$ cat src/rtl/oeg_pkg.sv
package oeg_pkg;

    // Two-entry history of the sampled enable pin (1 = pin disabling)
    typedef struct packed {
        logic older;
        logic newer;
    } pin_hist_t;

    // Per-lane registered state
    typedef struct packed {
        logic gate;
        logic t;
        logic c;
    } lane_st_t;

    localparam pin_hist_t PIN_HIST_RESET = '{older: 1'b1, newer: 1'b1};
    localparam lane_st_t  LANE_RESET     = '{gate: 1'b0, t: 1'b0, c: 1'b0};

    // A lane may drive only when every condition permits it
    function automatic logic lane_permit(input logic init_ok,
                                         input logic pin_off,
                                         input logic sw_off);
        return init_ok & ~pin_off & ~sw_off;
    endfunction

endpackage

$ cat src/rtl/oeg_divider.sv
module oeg_divider #(
    parameter int HALF_W = 6
) (
    input  logic              clk,
    input  logic              rst,
    input  logic [HALF_W-1:0] half_div,
    output logic              tick,
    output logic              level
);
    localparam int CW = HALF_W + 1;

    logic [CW-1:0]     cnt_q;
    logic [HALF_W-1:0] half_q;
    logic [HALF_W-1:0] half_eff;
    logic [CW-1:0]     last_cnt;

    assign half_eff = (half_div == '0) ? HALF_W'(1) : half_div;
    assign last_cnt = {half_q, 1'b0} - CW'(1);
    assign tick     = (cnt_q == last_cnt);
    assign level    = (cnt_q < {1'b0, half_q});

    always_ff @(posedge clk) begin
        if (rst) begin
            cnt_q  <= '0;
            half_q <= HALF_W'(1);
        end else if (tick) begin
            cnt_q  <= '0;
            half_q <= half_eff;
        end else begin
            cnt_q  <= cnt_q + CW'(1);
        end
    end

    // the divided level only rises at the start of a period
    p_level_rise_r2: assert property (@(posedge clk) disable iff (rst)
        $rose(level) |-> $past(tick));

endmodule

$ cat src/rtl/oeg_pin_sync.sv
module oeg_pin_sync
    import oeg_pkg::*;
(
    input  logic clk,
    input  logic rst,
    input  logic tick,
    input  logic pin_n,
    output logic pin_off
);
    pin_hist_t hist_q;

    always_ff @(posedge clk) begin
        if (rst) begin
            hist_q <= PIN_HIST_RESET;
        end else if (tick) begin
            hist_q.older <= hist_q.newer;
            hist_q.newer <= pin_n;
        end
    end

    assign pin_off = hist_q.older;

    // the synchronised pin value moves only at a period boundary
    p_sync_step_r5: assert property (@(posedge clk) disable iff (rst)
        $changed(pin_off) |-> $past(tick));

endmodule

$ cat src/rtl/oeg_lane.sv
module oeg_lane
    import oeg_pkg::*;
(
    input  logic clk,
    input  logic rst,
    input  logic tick,
    input  logic level,
    input  logic init_ok,
    input  logic pin_off,
    input  logic sw_off,
    input  logic pol_inv,
    output logic out_t,
    output logic out_c
);
    lane_st_t st_q;
    logic     drive;

    assign drive = st_q.gate & level;

    always_ff @(posedge clk) begin
        if (rst) begin
            st_q <= LANE_RESET;
        end else begin
            if (tick) begin
                st_q.gate <= lane_permit(init_ok, pin_off, sw_off);
            end
            st_q.t <= drive;
            st_q.c <= drive ^ pol_inv;
        end
    end

    assign out_t = st_q.t;
    assign out_c = st_q.c;

    // the lane switches only while its true output is low
    p_gate_quiet_r3: assert property (@(posedge clk) disable iff (rst)
        $changed(st_q.gate) |-> !out_t);

    // a disabling pin forces the lane off at the boundary
    p_pin_off_r4: assert property (@(posedge clk) disable iff (rst)
        (tick && pin_off) |=> !st_q.gate);

    // the software bit forces the lane off at the boundary
    p_sw_off_r6: assert property (@(posedge clk) disable iff (rst)
        (tick && sw_off) |=> !st_q.gate);

    // missing init squelches the lane at the boundary
    p_squelch_r7: assert property (@(posedge clk) disable iff (rst)
        (tick && !init_ok) |=> !st_q.gate);

    // the true output never rises without the divided level behind it
    p_true_src_r9: assert property (@(posedge clk) disable iff (rst)
        out_t |-> $past(level));

endmodule

$ cat src/rtl/oeg_gate_top.sv
module oeg_gate_top
    import oeg_pkg::*;
#(
    parameter int NUM_OUT = 4,
    parameter int HALF_W  = 6
) (
    input  logic               clk,
    input  logic               rst,
    input  logic [HALF_W-1:0]  half_div,
    input  logic               init_done,
    input  logic               oe_n,
    input  logic [NUM_OUT-1:0] reg_dis,
    input  logic [NUM_OUT-1:0] pol_inv,
    output logic [NUM_OUT-1:0] out_t,
    output logic [NUM_OUT-1:0] out_c
);
    logic tick;
    logic level;
    logic pin_off;

    oeg_divider #(.HALF_W(HALF_W)) u_div (
        .clk      (clk),
        .rst      (rst),
        .half_div (half_div),
        .tick     (tick),
        .level    (level)
    );

    oeg_pin_sync u_sync (
        .clk     (clk),
        .rst     (rst),
        .tick    (tick),
        .pin_n   (oe_n),
        .pin_off (pin_off)
    );

    for (genvar i = 0; i < NUM_OUT; i++) begin : g_lane
        oeg_lane u_lane (
            .clk     (clk),
            .rst     (rst),
            .tick    (tick),
            .level   (level),
            .init_ok (init_done),
            .pin_off (pin_off),
            .sw_off  (reg_dis[i]),
            .pol_inv (pol_inv[i]),
            .out_t   (out_t[i]),
            .out_c   (out_c[i])
        );
    end

endmodule

$ cat config.mk
export PLATFORM = sky130hd
export DESIGN_NAME = oeg_gate_top
export DESIGN_NICKNAME = d
export VERILOG_FILES = /design/src/rtl/oeg_pkg.sv /design/src/rtl/oeg_divider.sv /design/src/rtl/oeg_pin_sync.sv /design/src/rtl/oeg_lane.sv /design/src/rtl/oeg_gate_top.sv
export SDC_FILE = /design/constraint.sdc
export NUM_CORES = 1
export LEC_CHECK = 0
export ABC_CLOCK_PERIOD_IN_PS = 2300
export BUFFER_PORTS_ARGS = -buffer_cell sky130_fd_sc_hd__buf_2
export CORE_AREA = 2 2 44 76
export CTS_CLUSTER_DIAMETER = 40
export DETAILED_ROUTE_END_ITERATION = 7
export DIE_AREA = 0 0 46 78
export PLACE_DENSITY = 0.75
export SKIP_CTS_REPAIR_TIMING = 1
export SLEW_MARGIN = 20
export SYNTH_ARGS = -nofsm -noshare
export SYNTH_HDL_FRONTEND = slang
export SYNTH_HIERARCHICAL = 1
export SYNTH_SLANG_ARGS = --single-unit
$ cat constraint.sdc
create_clock -name clk -period 2.3 [get_ports clk]
set_clock_uncertainty 0.2 [all_clocks]
set_input_delay 0.69 -clock clk [delete_from_list [all_inputs] [get_ports clk]]
set_output_delay 0.69 -clock clk [all_outputs]
set_load 0.01 [all_outputs]
==> metrics <==
endpoint kind of the worst setup timing path=flip-flop; final WL=2870 um; area growth from synthesis to layout=20.8%; capturing point of the worst reg2reg path=u_sync/hist_q[0]$_SDFFE_PP1P_; count of endpoints failing setup in the final report=0; die width=46 um; critical path data arrival time=2230 ps; Power per Cell Area=1230 mW/mm^2; Crit Reg-Reg Startpoint=u_div/half_q[1]$_SDFFE_PP0N_; root buf cell=sky130_fd_sc_hd__clkbuf_8; number of antenna violations at the first check in global routing=0; number of non-filler instances in the completed layout=200; Top Ports=26; CP startpoint kind=flip-flop; worst r2r path cells=9; max-slew violations=0; synth cell count leaders=27 x sky130_fd_sc_hd__dfxtp_1, 14 x sky130_fd_sc_hd__nand2b_1, 9 x sky130_fd_sc_hd__nor2_1; min cycle time layout=2260 ps; post-layout net count=198; top area cells in the synthesized netlist=sky130_fd_sc_hd__dfxtp_1 39%, sky130_fd_sc_hd__ha_1 6.3%, sky130_fd_sc_hd__nand2b_1 6.3%; async set-or-reset flop fraction in the synthesized netlist=0; Skew-Pair Late Insertion Delay=260 ps; average cell area after synthesis=9.79 sq um; Syn Inst Count=141; Worst Hold Margin=267 ps; Post-Place Cells=194; met3 layer usage reported by global route=0.0279; clock transition at the registers of the reported paths=90 ps; global routing met1 resource utilization=0.191; period utilisation layout=0.983; post-synth net total=166; post-synthesis register bit count=27; run status=finished clean; Final Total Pwr=2.05 mW; maximum resistive drop on vdd=0.802 mV; maximum number of buffers from clock root to sink=2; count of port buffers added during placement=25; worst endpoint required time=2260 ps; filler cell count in the final layout=254; overall die area=0.00359 sq mm; actual slew at the worst max-slew pin=569 ps; share of the synthesized area in the top cell type=0.392; number of enable flip-flop cells after synthesis=0; number of antenna-violating nets in the routed design=0; Min-Delay Path Class=flip-flop to flip-flop; router iterations before antenna repair=4; startpoint of the most critical hold path=g_lane[2].u_lane/st_q[2]$_SDFFE_PP0P_; number of remaining DRC errors=0; maximum clock frequency=442 MHz; wire length of the first global-routing pass=4460 um; clock tree from TritonCTS=yes; leakage power=0.679 nW; hold worst-path end=g_lane[2].u_lane/out_t$_SDFF_PP0_; number of diodes added for antenna fixing=0; unique cell type count in the Yosys netlist=35; hold path depth=2; Placer Congestion=0.908; Routed WL per cell=14.3 um; Vias=1093; effective utilization at floorplan=0.471; layout cell share with drive strength beyond 1=0.273; pin count of the biggest net entering global routing=34; Core Footprint=0.00293 sq mm; TritonCTS Buffers=3; Yosys warnings=6; worst setup slack for register-to-register paths=40 ps; post-detailed-placement half-perimeter wirelength=1900 um; sequential share of the synthesized area=0.392; Most Crowded Layer GR=met2; most common cell in the synthesized netlist=sky130_fd_sc_hd__dfxtp_1; number of hold violations in the final report=0; library cell occupying the most area in the post-synthesis netlist=sky130_fd_sc_hd__dfxtp_1; RSZ-0062 raised after global routing=yes; Max-Cap Viols=0; Max-Slew Margin vs Limit=0.621; global-route total usage across every layer=0.164; Reg area=543 sq um; DIE HEIGHT=78 um; number of DRC violations after detailed-routing iteration 0=15; Avg Vias per Cell=5.47; number of global-route vias before repair=1057; worst setup path category=flip-flop to flip-flop; most used flip-flop cell after synthesis=sky130_fd_sc_hd__dfxtp_1; total gr overflow=0; combined area of all synthesized cells=0.00138 sq mm; # H-tree levels=1; Sinks on Clock Net=27; FP Rows=26; footprint of the multi-input gates=803 sq um; global routing met2 resource utilization=0.272; highest net fanout along the worst path=7
-- registers in the layout, summed over array words and instances, names as in the netlist --
signal,cells
g_lane.u_lane/out_c,4
g_lane.u_lane/out_t,4
g_lane.u_lane/st_q,4
u_div/cnt_q,7
u_div/half_q,6
u_sync/hist_q,1
u_sync/pin_off,1
-- worst max path at each step --
stage	to	slack (ps)	cells after the start	start
2_1_floorplan	u_sync/hist_q[0]$_SDFFE_PP1P_	30	9	u_div/half_q[0]$_SDFFE_PP1N_
3_3_place_gp	g_lane[3].u_lane/out_c$_SDFF_PP0_	90	8	u_div/half_q[1]$_SDFFE_PP0N_
3_5_place_dp	g_lane[1].u_lane/out_c$_SDFF_PP0_	80	8	u_div/half_q[1]$_SDFFE_PP0N_
4_1_cts	g_lane[1].u_lane/out_c$_SDFF_PP0_	50	8	u_div/half_q[1]$_SDFFE_PP0N_
5_1_grt	u_sync/hist_q[0]$_SDFFE_PP1P_	-80	9	u_div/half_q[1]$_SDFFE_PP0N_
6_report	u_sync/hist_q[0]$_SDFFE_PP1P_	40	9	u_div/half_q[1]$_SDFFE_PP0N_
-- placed cells by master (no fill, tap or decap), types with 3 or more instances in the layout --
cell,synthesis,final
sky130_fd_sc_hd__a21oi_2,4,4
sky130_fd_sc_hd__a21bo_1,4,4
sky130_fd_sc_hd__nand2_1,5,5
sky130_fd_sc_hd__nand4bb_1,4,4
sky130_fd_sc_hd__xor2_1,5,5
sky130_fd_sc_hd__nor2_1,9,9
sky130_fd_sc_hd__inv_1,6,4
sky130_fd_sc_hd__buf_4,0,3
sky130_fd_sc_hd__ha_1,7,6
sky130_fd_sc_hd__nand3_1,3,3
sky130_fd_sc_hd__buf_2,1,25
sky130_fd_sc_hd__clkbuf_8,0,3
sky130_fd_sc_hd__nand3b_1,4,4
sky130_fd_sc_hd__mux2i_1,6,6
sky130_fd_sc_hd__dfxtp_1,27,25
sky130_fd_sc_hd__nor3_1,8,8
sky130_fd_sc_hd__a21oi_1,5,5
sky130_fd_sc_hd__xnor2_1,7,7
sky130_fd_sc_hd__nand2b_1,14,14
-- worst max-delay path: stages (launching register included) --
cell                       delay, ps
sky130_fd_sc_hd__dfxtp_2         350
sky130_fd_sc_hd__inv_2            60
sky130_fd_sc_hd__ha_4            170
sky130_fd_sc_hd__o21ba_1         190
sky130_fd_sc_hd__a221oi_2        300
sky130_fd_sc_hd__a41oi_2          90
sky130_fd_sc_hd__nor3_4          370
sky130_fd_sc_hd__buf_12          160
sky130_fd_sc_hd__nor2b_1          40
sky130_fd_sc_hd__a211o_1         220
-- cell type report --
class | instances | share of cell area
multi-input combinational | 104 | 0.482
tap | 28 | 0.0210
sequential | 27 | 0.326
clock buffer | 4 | 0.0270
inverter | 6 | 0.0135
timing repair buffer | 31 | 0.131
-- cell families after synthesis --
family / share of synthesized area
simple gates: 0.237
buf+inv: 0.0417
mux: 0.0435
compound gates: 0.147
fa+ha+maj: 0.0635
flops: 0.392
xor+xnor: 0.0762
-- per-stage QoR --
stage                     cell area (sq um)  setup TNS [ps]  utilization  setup WS, ps
final                                  1670               0        0.569          38.1
after global routing                   1670            -523        0.569         -82.1
after CTS                              1590               0        0.544          45.2
after detailed placement               1550               0        0.529          76.2
after global placement                 1550               0        0.529          93.0
after floorplan                        1380               0            -          32.4
-- layer usage --
metal	share of wire	vias up
met5	0	-
met4	0.020	0
met3	0.021	6
met2	0.54	20
met1	0.42	512
li1	-	555
-- power by group --
part,total (mW),internal (mW),leakage (nW),switching (mW)
logic,1.16,0.604,0.436,0.559
clock network,0.261,0.124,0.0228,0.137
registers,0.631,0.553,0.220,0.0782
total,2.05,1.28,0.679,0.775
No activity file was read; power rests on OpenSTA's default activity.
